### src/rtl/snd_mailbox.sv
module snd_mailbox #(
  parameter int DW         = 8,
  parameter int AW         = 4,
  parameter int PAGE_PORT  = 0,
  parameter int CMD_PORT   = 1,
  parameter int DIN_PORT   = 2,
  parameter int DOUT_PORT  = 3,
  parameter int STAT_PORT  = 4,
  parameter int CCLR_PORT  = 5,
  parameter int VOL_PORT   = 9,
  parameter int DSYNC_PORT = 10,
  parameter int CSYNC_PORT = 11,
  parameter int VOL_BIT    = 5
) (
  input  logic          clk,
  input  logic          rst,
  input  logic          host_sel,
  input  logic          host_wr,
  input  logic          host_rd,
  input  logic [DW-1:0] host_wdata,
  output logic [DW-1:0] host_rdata,
  input  logic [AW-1:0] cop_addr,
  input  logic          cop_wr,
  input  logic          cop_rd,
  input  logic [DW-1:0] cop_wdata,
  output logic [DW-1:0] cop_rdata
);
  localparam logic [AW-1:0] A_PAGE  = AW'(PAGE_PORT);
  localparam logic [AW-1:0] A_CMD   = AW'(CMD_PORT);
  localparam logic [AW-1:0] A_DIN   = AW'(DIN_PORT);
  localparam logic [AW-1:0] A_DOUT  = AW'(DOUT_PORT);
  localparam logic [AW-1:0] A_STAT  = AW'(STAT_PORT);
  localparam logic [AW-1:0] A_CCLR  = AW'(CCLR_PORT);
  localparam logic [AW-1:0] A_VOL   = AW'(VOL_PORT);
  localparam logic [AW-1:0] A_DSYNC = AW'(DSYNC_PORT);
  localparam logic [AW-1:0] A_CSYNC = AW'(CSYNC_PORT);

  logic [DW-1:0] cmd_q, din_q, dout_q;
  logic          dflag_q, cflag_q, page_b0_q, vol_bit_q;
  logic          dflag_d, cflag_d;
  logic [DW-1:0] status;

  wire cop_acc   = cop_wr | cop_rd;
  wire h_wr_cmd  = host_wr & host_sel;
  wire h_wr_dat  = host_wr & ~host_sel;
  wire h_rd_dat  = host_rd & ~host_sel & ~host_wr;

  assign status     = {dflag_q, {(DW-2){1'b1}}, cflag_q};
  assign host_rdata = host_sel ? status : dout_q;

  always_comb begin
    cop_rdata = '1;
    if (cop_rd) begin
      case (cop_addr)
        A_CMD:   cop_rdata = cmd_q;
        A_DIN:   cop_rdata = din_q;
        A_STAT:  cop_rdata = status;
        default: cop_rdata = '1;
      endcase
    end
  end

  always_comb begin
    dflag_d = dflag_q;
    if (h_wr_dat)      dflag_d = 1'b1;
    else if (h_rd_dat) dflag_d = 1'b0;
    if (cop_rd && cop_addr == A_DIN)         dflag_d = 1'b0;
    else if (cop_wr && cop_addr == A_DOUT)   dflag_d = 1'b1;
    else if (cop_acc && cop_addr == A_DSYNC) dflag_d = ~page_b0_q;
  end

  always_comb begin
    cflag_d = cflag_q;
    if (h_wr_cmd) cflag_d = 1'b1;
    if (cop_acc && cop_addr == A_CCLR)       cflag_d = 1'b0;
    else if (cop_acc && cop_addr == A_CSYNC) cflag_d = vol_bit_q;
  end

  always_ff @(posedge clk) begin
    if (rst) begin
      cmd_q     <= '0;
      din_q     <= '0;
      dout_q    <= '0;
      dflag_q   <= 1'b0;
      cflag_q   <= 1'b0;
      page_b0_q <= 1'b0;
      vol_bit_q <= 1'b0;
    end else begin
      dflag_q <= dflag_d;
      cflag_q <= cflag_d;
      if (h_wr_cmd) cmd_q <= host_wdata;
      if (h_wr_dat) din_q <= host_wdata;
      if (cop_wr && cop_addr == A_DOUT) dout_q    <= cop_wdata;
      if (cop_wr && cop_addr == A_PAGE) page_b0_q <= cop_wdata[0];
      if (cop_wr && cop_addr == A_VOL)  vol_bit_q <= cop_wdata[VOL_BIT];
    end
  end

  AST_CMD_SET: assert property (@(posedge clk) disable iff (rst)
    (h_wr_cmd && !(cop_acc && (cop_addr == A_CCLR || cop_addr == A_CSYNC))) |=> cflag_q);
  AST_DATA_CLR: assert property (@(posedge clk) disable iff (rst)
    (cop_rd && cop_addr == A_DIN) |=> !dflag_q);
  AST_REPLY_HOLD: assert property (@(posedge clk) disable iff (rst)
    !(cop_wr && cop_addr == A_DOUT) |=> $stable(dout_q));
  AST_CMD_ACK: assert property (@(posedge clk) disable iff (rst)
    (cop_acc && cop_addr == A_CCLR) |=> !cflag_q);
  AST_PAGE_SYNC: assert property (@(posedge clk) disable iff (rst)
    (cop_acc && cop_addr == A_DSYNC) |=> (dflag_q == !$past(page_b0_q)));
  AST_COP_WINS: assert property (@(posedge clk) disable iff (rst)
    (h_wr_dat && cop_rd && cop_addr == A_DIN) |=> !dflag_q);
endmodule

### config.mk
export PLATFORM = sky130hd
export DESIGN_NAME = snd_mailbox
export DESIGN_NICKNAME = d
export VERILOG_FILES = /design/src/rtl/snd_mailbox.sv
export SDC_FILE = /design/constraint.sdc
export NUM_CORES = 1
export LEC_CHECK = 0
export CAP_MARGIN = 40
export CORE_ASPECT_RATIO = 0.8
export CORE_UTILIZATION = 25
export DETAILED_ROUTE_END_ITERATION = 10
export GPL_TIMING_DRIVEN = 0
export PLACE_DENSITY = 0.52
export SETUP_SLACK_MARGIN = 0.4
export SLEW_MARGIN = 5
export SYNTH_ARGS = -nofsm -noshare
export SYNTH_HDL_FRONTEND = slang
export SYNTH_SLANG_ARGS = --single-unit
### constraint.sdc
create_clock -name clk -period 1.4 [get_ports clk]
set_clock_uncertainty 0.2 [all_clocks]
set_input_delay 0.35 -clock clk [delete_from_list [all_inputs] [get_ports clk]]
set_output_delay 0.35 -clock clk [all_outputs]
set_load 0.02 [all_outputs]
Yosys cells after proc, flatten, opt, wreduce, memory -nomap -nowiden:

Index checks and enable logic that the tools add are counted.

* bits in registers: 28
* logic and storage cells: 44

* mux-type cells: 9
* bitwise logic cells: 8
* equal/unequal tests: 8
* reduce and logical (&&, ||, !) cells: 12

Operator list (count)
* 8-bit case mux with 3 select lines: 1
* 8-bit 2-to-1 mux: 2
* 4-bit equality test, second input constant: 3
* 4-bit by 2-bit equality test with 1-bit output, second input constant: 2
* 4-bit by 3-bit equality test with 1-bit output, second input constant: 2
* 1-bit logical AND: 7
* 1-bit 2-to-1 mux: 6
* 1-bit bitwise AND: 4
* 4-bit by 1-bit equality test with 1-bit output, second input constant: 1
* 4-bit zero test: 1
* 4-bit nonzero test: 1
* 2-bit OR reduction: 2
* 1-bit inverter: 3
* 2-bit nonzero test: 1
* 1-bit bitwise OR: 1

Logic depth before layout (Yosys ltp):

Gate-level depths: netlist of run 1.

* word-level depth: 7
* depth in mapped cells: 6
* gate-level depth less buffers: 4

Worst setup path before layout of run 1:

Ideal clock, no wire load.

* path type: in2out
* from: input cop_addr[0]
* to: output cop_rdata[0]
* path slack: -267 ps
* data arrival time: 1117 ps
* stages on the path: 5
* path buffers: 1
* path through: nor2b_2 and2_1 buf_2 a22oi_1 nand2_1

* word-level cells in the longest chain between the ends: 3
* elaborated cells between the ends (all ways): 5

Ends and longest elaborated chain
* start, declared: line 22 `input logic [AW-1:0] cop_addr,`
* 4-bit by 3-bit equality test with 1-bit output, or another cell as far along: line 54 `case (cop_addr)`
* 8-bit case mux with 3 select lines *: line 54
* 8-bit 2-to-1 mux *: line 53 `if (cop_rd) begin`
* end, declared: line 26 `output logic [DW-1:0] cop_rdata`

Every way passes the cells marked *; elsewhere a longest branch is shown, timed or not.

Worst setup path in the final report of run 1:

* from: input cop_addr[1]
* to: output cop_rdata[1]

The elaborated chain is that of the path after synthesis.

==> results of run 1 <==
[area by class of cell]
| type | instances | area (um^2) |
|---|---|---|
| clock buffer | 4 | 55.05 |
| sequential | 28 | 568.0 |
| fill | 453 | 2365 |
| multi-input combinational | 131 | 1174 |
| buffer | 12 | 198.9 |
| tap | 62 | 77.57 |
| timing repair buffer | 63 | 713.2 |
[cell families after synthesis]
family | after synthesis
buf+inv | 12
compound gates | 32
simple gates | 85
mux | 14
flops | 28
[worst paths after layout]
check,start,end,slack (ps)
max,cop_addr[1],cop_rdata[1],-460
min,rst,din_q[1]$_SDFFE_PP0P_,130
max reg2reg,cflag_q$_SDFFE_PP0P_,cflag_q$_SDFFE_PP0P_,410
min reg2reg,cmd_q[7]$_SDFFE_PP0P_,cmd_q[7]$_SDFFE_PP0P_,270
[flip-flops by register name (all words and copies together), names as in the netlist]
name / count
cflag_q: 1
vol_bit_q: 1
dflag_q: 1
cmd_q: 8
page_b0_q: 1
din_q: 8
dout_q: 8
[metrics by stage]
step	hold slack (ps)	power, mW	worst slack [ps]
6_report	128.7	1.899	-463.9
5_1_grt	113.0	1.994	-497.9
4_1_cts	122.6	1.880	-452.5
3_5_place_dp	254.2	1.249	-1529
3_3_place_gp	247.4	1.246	-1509
2_1_floorplan	233.9	1.079	-200.8
[cells in the final DEF, fill, tap and decap left out, types with 2 or more instances in the layout]
cell / n
and4bb_1: 2
o21ai_0: 2
clkdlybuf4s50_1: 11
nand3_2: 7
buf_8: 4
a22oi_2: 8
mux2i_1: 12
buf_12: 8
nand2_2: 9
nand2_1: 13
clkdlybuf4s15_2: 2
a21oi_2: 17
or2_4: 6
buf_4: 12
dfxtp_1: 22
buf_6: 25
nand2b_1: 2
nand2b_4: 2
nand3b_1: 2
dfxtp_2: 6
nor2_1: 12
nand3_4: 2
mux2_4: 2
nand2_4: 14
nor2_4: 3
clkbuf_16: 3
dlygate4sd2_1: 6
clkbuf_8: 6
[where the power goes]
| group | internal (mW) | switching, mW |
|---|---|---|
| Clock | 0.252 | 0.250 |
| Combinational | 0.308 | 0.235 |
| Sequential | 0.826 | 0.0287 |
| Total | 1.39 | 0.513 |
[worst max-delay path: stages]
cell,delay [ps]
buf_12,110
and2b_4,170
and2_4,140
buf_8,140
a22oi_2,190
nand2_2,80
buf_6,130
[synth_stat cells]
library cell / number
a21oi_1: 19
a22oi_1: 8
and2_1: 2
and2b_4: 1
and4_1: 1
and4bb_1: 2
buf_1: 1
buf_2: 4
buf_4: 1
buf_6: 1
clkbuf_1: 5
dfxtp_1: 28
mux2_2: 2
mux2i_1: 12
nand2_1: 37
nand2b_1: 4
nand3_1: 9
nand3b_1: 2
nand4b_1: 1
nor2_1: 15
nor2_2: 1
nor2b_1: 1
nor2b_2: 1
nor3_2: 1
nor4b_2: 1
o21a_1: 2
o21ai_0: 2
o21bai_1: 1
or2_2: 6
[what timing repair did]
item | 4_1_cts | 5_1_grt
gates resized for setup | 200 | 34
pin swaps | 22 | 15
buffers inserted | 18 | 3
endpoints found under the setup margin | 44 | 44
cloned | 1 | 0
[layer usage]
metal,track usage,share of wire
met1,0.1872,0.43
met2,0.2964,0.50
met3,0.04825,0.060
met4,0.03602,0.0058
met5,0,0
==> metrics.md, run 1 <==
| Metric | Value |
|---|---|
| Outcome | `complete, but fails checks` |
| Failing checks | `negative setup slack` |
| Largest net degree at the start of global routing | `16` |
| Final Cell Area | `2786 um^2` |
| Simple-Gate Fraction of Synth Area | `0.3107` |
| Sequential area share after synthesis | `0.4058` |
| Top post-synthesis cells by area | `dfxtp_1, nand2_1, mux2i_1, a21oi_1, a22oi_1` |
| Leakage | `1.081 nW` |
| Worst Setup Start Kind | `primary input` |
| CP endpoint kind | `output pin` |
| Peak fanout along the critical path | `7` |
| Max-cap violations | `0` |
| CTS H-tree depth | `1` |
| Avg WL per Cell | `about 15 um` |
| Global route overflow | `0` |
| PD cells | `around 680 nW/um^2` |
| CTS Buffer Depth | `2` |
| Cts-stage hold buffer count | `0` |
| Vias | `1469` |
| DR iter-0 viols | `31` |
| Clk slew on worst S/H paths | `roughly 100 ps` |
| Cell Area, Synth | `around 1400 um^2` |
| Post-Synth XOR/XNOR Area | `0` |
| Starting Density | `0.2682` |
| Count of input and output buffers | `41` |
| Area Growth Syn to Fin | `101.7%` |
| Initial antenna violation count | `0` |
| First-pass GRT wire length | `just over 7000 um` |
| Setup TNS | `-4719 ps` |
| Setup violators final | `16` |
| HP Class | `primary input to register` |
| Tot GR Track Use | `0.1611` |
| Adder-Cell Fraction of Synth Area | `0` |
| Hpwl dp | `approximately 2800 um` |
| Core area | `~5200 um^2` |
| Clk Tree Root Cell | `clkbuf_8` |
| Crit path kind | `primary input to output pin` |
| Final hold violations | `0` |
| Final WL | `between 4000 and 5000 um` |
| Non-filler cells, final | `300` |
| Top-area cell type share of the netlist area | `0.4058` |
| Slew of the pin with the lowest slew margin | `about 210 ps` |
| Final net count | `266` |
| # rows | `23` |
| Final setup margin | `-463.9 ps` |
| Ant. Diodes | `0` |
| YS warnings | `0` |
| Die width | `between 80 and 90 um` |
| Gpl congestion | `~0.8` |
| I/O pins | `43` |
| Min-Delay Path Depth | `2` |
| Die area | `between 5000 and 6000 um^2` |
| RSZ-0062 raised after global routing | `true` |
| CP required | `between 800 and 900 ps` |
| Drt via density | `between 4 and 5` |
| Placed Cells | `approximately 270` |
| Avg Cell Area, Syn | `8.078 um^2` |
| Rel. slew slack | `0.8603` |
| Die Span Y | `68.49 um` |
| Placed Instance Area | `between 2000 and 2500 um^2` |
| Synth Area in Compound Gates | `0.1359` |
| Fin crit period | `~1900 ps` |
| Peak supply drop | `between 0.0003 and 0.0004 V` |
| Worst-skew pair later-pin latency | `around 270 ps` |
| Syn Nets | `just under 200` |
| Max-slew violation count | `0` |
| TritonCTS clock tree | `built` |
| Seq cells post-synth | `28` |
| Fin util | `0.5409` |
| Layout cells sized above 1 | `0.6218` |
| Cell taking the most area after synthesis | `dfxtp_1` |
| Mux cell area share after synthesis | `0.1033` |
| Synth unique cells | `29` |
| DRC Markers | `0` |
| Clock sink total | `28` |
| Arr. time, crit path | `around 1300 ps` |
| FMAX | `between 500 and 600 MHz` |
| Vias in the first global route | `1495` |
| Mapped Cells | `between 150 and 200` |
| Period utilisation layout | `1.331` |
| Largest family of logic cells by synthesized area | `simple AND/OR/NAND/NOR gates` |
| Final ANT Viol Nets | `0` |
| Drt first pass iters | `4` |
| Num CTS Buffers | `3` |
| FF-to-FF path depth | `3` |
Power figures use the tool's default switching activity.
==> run 2: changes to the inputs <==
--- a/config.mk
+++ b/config.mk
@@ -8,9 +8,11 @@
 export CAP_MARGIN = 40
 export CORE_ASPECT_RATIO = 0.8
 export CORE_UTILIZATION = 25
+export CTS_CLUSTER_DIAMETER = 200
 export DETAILED_ROUTE_END_ITERATION = 10
 export GPL_TIMING_DRIVEN = 0
 export PLACE_DENSITY = 0.52
+export RECOVER_POWER = 50
 export SETUP_SLACK_MARGIN = 0.4
 export SLEW_MARGIN = 5
 export SYNTH_ARGS = -nofsm -noshare
==> run 2 against run 1 <==
Effect of this change: the run still ends with negative setup slack left; global-route usage unchanged; maximum frequency up 0.39%; combinational power shrank 3.9%; critical path depth unchanged; register-to-register slack about the same; die area stayed put; final cell count did not move; hold slack worse by 0.62 ps; first-iteration DRC count shrank 6.5%; largest power group unchanged; total power down 0.90%; highest routed layer unchanged; worst setup slack improved by 7.2 ps.
==> metrics.md, run 2 (synthesis results as in run 1) <==
| Metric | Value |
|---|---|
| Slowest cell on crit path | `a22oi_2` |
| Num CTS Buffers | `3 (unchanged)` |
| Fin crit period | `1857 ps (-7.201 ps)` |
| Worst hold start | `rst` |
| FF-to-FF path depth | `3 (unchanged)` |
| Placed Cells | `274 (unchanged)` |
| Clock sink total | `28 (unchanged)` |
| Leakage | `1.058 nW (-2.1%)` |
| Drt first pass iters | `4 (unchanged)` |
| Gpl congestion | `0.7868 (unchanged)` |
| RSZ-0062 raised after global routing | `true` |
| Outcome | `complete, but fails checks` |
| Final hold violations | `0 (unchanged)` |
| Worst Setup Start Kind | `primary input` |
| TritonCTS clock tree | `built` |
| Max-slew violation count | `0 (unchanged)` |
| Power after layout | `1.882 mW (-0.90%)` |
| CP required | `850 ps (about the same)` |
| CTS Buffer Depth | `2 (unchanged)` |
| Count of input and output buffers | `41 (unchanged)` |
| HP Class | `primary input to register` |
| Reg2reg end | `cflag_q$_SDFFE_PP0P_` |
| FMAX | `538.6 MHz (+0.39%)` |
| Peak supply drop | `0.0003532 V (about the same)` |
| Grt peak-use layer | `met2` |
| Final WL | `4514 um (+0.27%)` |
| Die area | `5828 um^2 (unchanged)` |
| Area Growth Syn to Fin | `96.11%` |
| Peak fanout along the critical path | `7 (unchanged)` |
| CP peak stage delay | `190 ps (about the same)` |
| Period utilisation layout | `1.326 (-0.005144)` |
| Die Span Y | `68.49 um (unchanged)` |
| CP endpoint kind | `output pin` |
| Sequential power share | `0.454 (+0.004)` |
| Top Registers | `cmd_q (8), din_q (8), dout_q (8)` |
| Global route overflow | `0 (unchanged)` |
| Vias | `1471 (+0.14%)` |
| Layout cells sized above 1 | `0.5882 (-0.03361)` |
| Final ANT Viol Nets | `0 (unchanged)` |
| FF-to-FF Start | `cflag_q$_SDFFE_PP0P_` |
| Worst setup startpoint | `cop_addr[1]` |
| Tot GR Track Use | `0.1611 (unchanged)` |
| Failing checks | `negative setup slack` |
| Cells along the critical path | `buf_12 -> and2b_4 -> and2_4 -> buf_8 -> a22oi_2 -> nand2_2 -> buf_6` |
| Clk slew on worst S/H paths | `100 ps (about the same)` |
| Ant. Diodes | `0 (unchanged)` |
| Setup violators final | `16 (unchanged)` |
| I/O pins | `43 (unchanged)` |
| First-pass GRT wire length | `7148 um (unchanged)` |
| Drt via density | `4.903 (+0.14%)` |
| CTS H-tree depth | `1 (unchanged)` |
| Most frequent cells in the layout | `buf_6, dfxtp_1, a21oi_2, nand2_4, nand2_1` |
| Worst-skew pair later-pin latency | `270 ps (about the same)` |
| Placed Instance Area | `2155 um^2 (unchanged)` |
| Avg WL per Cell | `15.05 um (+0.27%)` |
| Largest net degree at the start of global routing | `16 (unchanged)` |
| Crit path kind | `primary input to output pin` |
| Psw | `0.5100 mW (-0.67%)` |
| Initial antenna violation count | `0 (unchanged)` |
| Hpwl dp | `2800 um (unchanged)` |
| Final Cell Area | `2709 um^2 (-2.8%)` |
| Min-Delay Path Depth | `2 (unchanged)` |
| GR Util met2 | `0.2964 (unchanged)` |
| Reg area | `568.0 um^2 (unchanged)` |
| Max-cap violations | `0 (unchanged)` |
| Switching Share | `0.2710 (+0.0006427)` |
| Slew of the pin with the lowest slew margin | `470.4 ps (+261.7 ps)` |
| Final setup margin | `-456.7 ps (+7.201 ps)` |
| PD cells | `694.7 nW/um^2 (+1.9%)` |
| Clk Tree Root Cell | `clkbuf_8` |
| # rows | `23 (unchanged)` |
| Starting Density | `0.2682 (unchanged)` |
| Area of the multi-input gates | `1135 um^2 (-3.3%)` |
| Reg-to-reg slack, setup | `410 ps (about the same)` |
| WHS Endpoint | `din_q[1]$_SDFFE_PP0P_` |
| DRC Markers | `0 (unchanged)` |
| Non-filler cells, final | `300 (unchanged)` |
| Met3 Use GR | `0.04825 (unchanged)` |
| Final net count | `266 (unchanged)` |
| Core area | `5151 um^2 (unchanged)` |
| Clock share of power | `0.268 (+0.004)` |
| Vias in the first global route | `1495 (unchanged)` |
| Comb power frac | `0.277 (-0.009)` |
| Arr. time, crit path | `1310 ps (about the same)` |
| Die width | `85.11 um (unchanged)` |
| P_int | `1.372 mW (-0.99%)` |
| Worst slack, placed | `-1529 ps (unchanged)` |
| Fin util | `0.5259 (-0.01506)` |
| # fillers | `465 (+2.6%)` |
| Grt met1 use | `0.1872 (unchanged)` |
| Most common cell after layout, fill and taps aside | `buf_6` |
| DR iter-0 viols | `29 (-6.5%)` |
| Rel. slew slack | `0.6864 (-0.1739)` |
==> run 2: how the worst max path moves through the flow <==
stage                         to  slack [ps]  cells past startpoint
floorplan           cop_rdata[7]        -200                      5
finish              cop_rdata[1]        -460                      7
global route        cop_rdata[1]        -500                      7
detailed placement  cop_rdata[0]       -1530                      7
CTS                 cop_rdata[7]        -450                      7
global placement    cop_rdata[0]       -1510                      7
==> run 2: area by class of cell <==
class / count / area share
tap: 62 / 0.02864
sequential: 28 / 0.2097
timing repair buffer: 63 / 0.2564
multi-input combinational: 131 / 0.4189
buffer: 12 / 0.06605
clock buffer: 4 / 0.02032
==> run 2: layer usage <==
layer	vias to the layer above	part of all wire
met5	-	0
met4	0	0.0058
met3	2	0.059
met2	36	0.50
met1	711	0.43
li1	722	-
==> run 2: power groups by stage <==
stage          sequential (mW)  clock, mW  combinational (mW)
4_1_cts                  0.852      0.529               0.499
3_5_place_dp             0.863          0               0.386
2_1_floorplan            0.858          0               0.220
6_report                 0.855      0.505               0.522
3_3_place_gp             0.862          0               0.384
5_1_grt                  0.859      0.560               0.554
==> run 2: stage by stage <==
step | hold slack [ps] | TNS, ps
after floorplan | 233.9 | -1651
after global routing | 113.1 | -5147
after detailed placement | 254.2 | -33640
final | 128.0 | -4689
after CTS | 122.6 | -4703
after global placement | 247.4 | -32940
==> run 2: what timing repair did <==
action,4_1_cts,5_1_grt
pin swaps,22,15
buffers inserted,18,3
gates resized for setup,200,34
hold buffers,0,0
setup endpoints to repair,44,44
gates cloned,1,0
==> run 2: critical path, delay by kind of cell <==
kind | cells | cell delay [ps]
AND/OR/NAND/NOR | 3 | 380
buffers and inverters | 3 | 380
AO/OA/AOI/OAI | 1 | 190
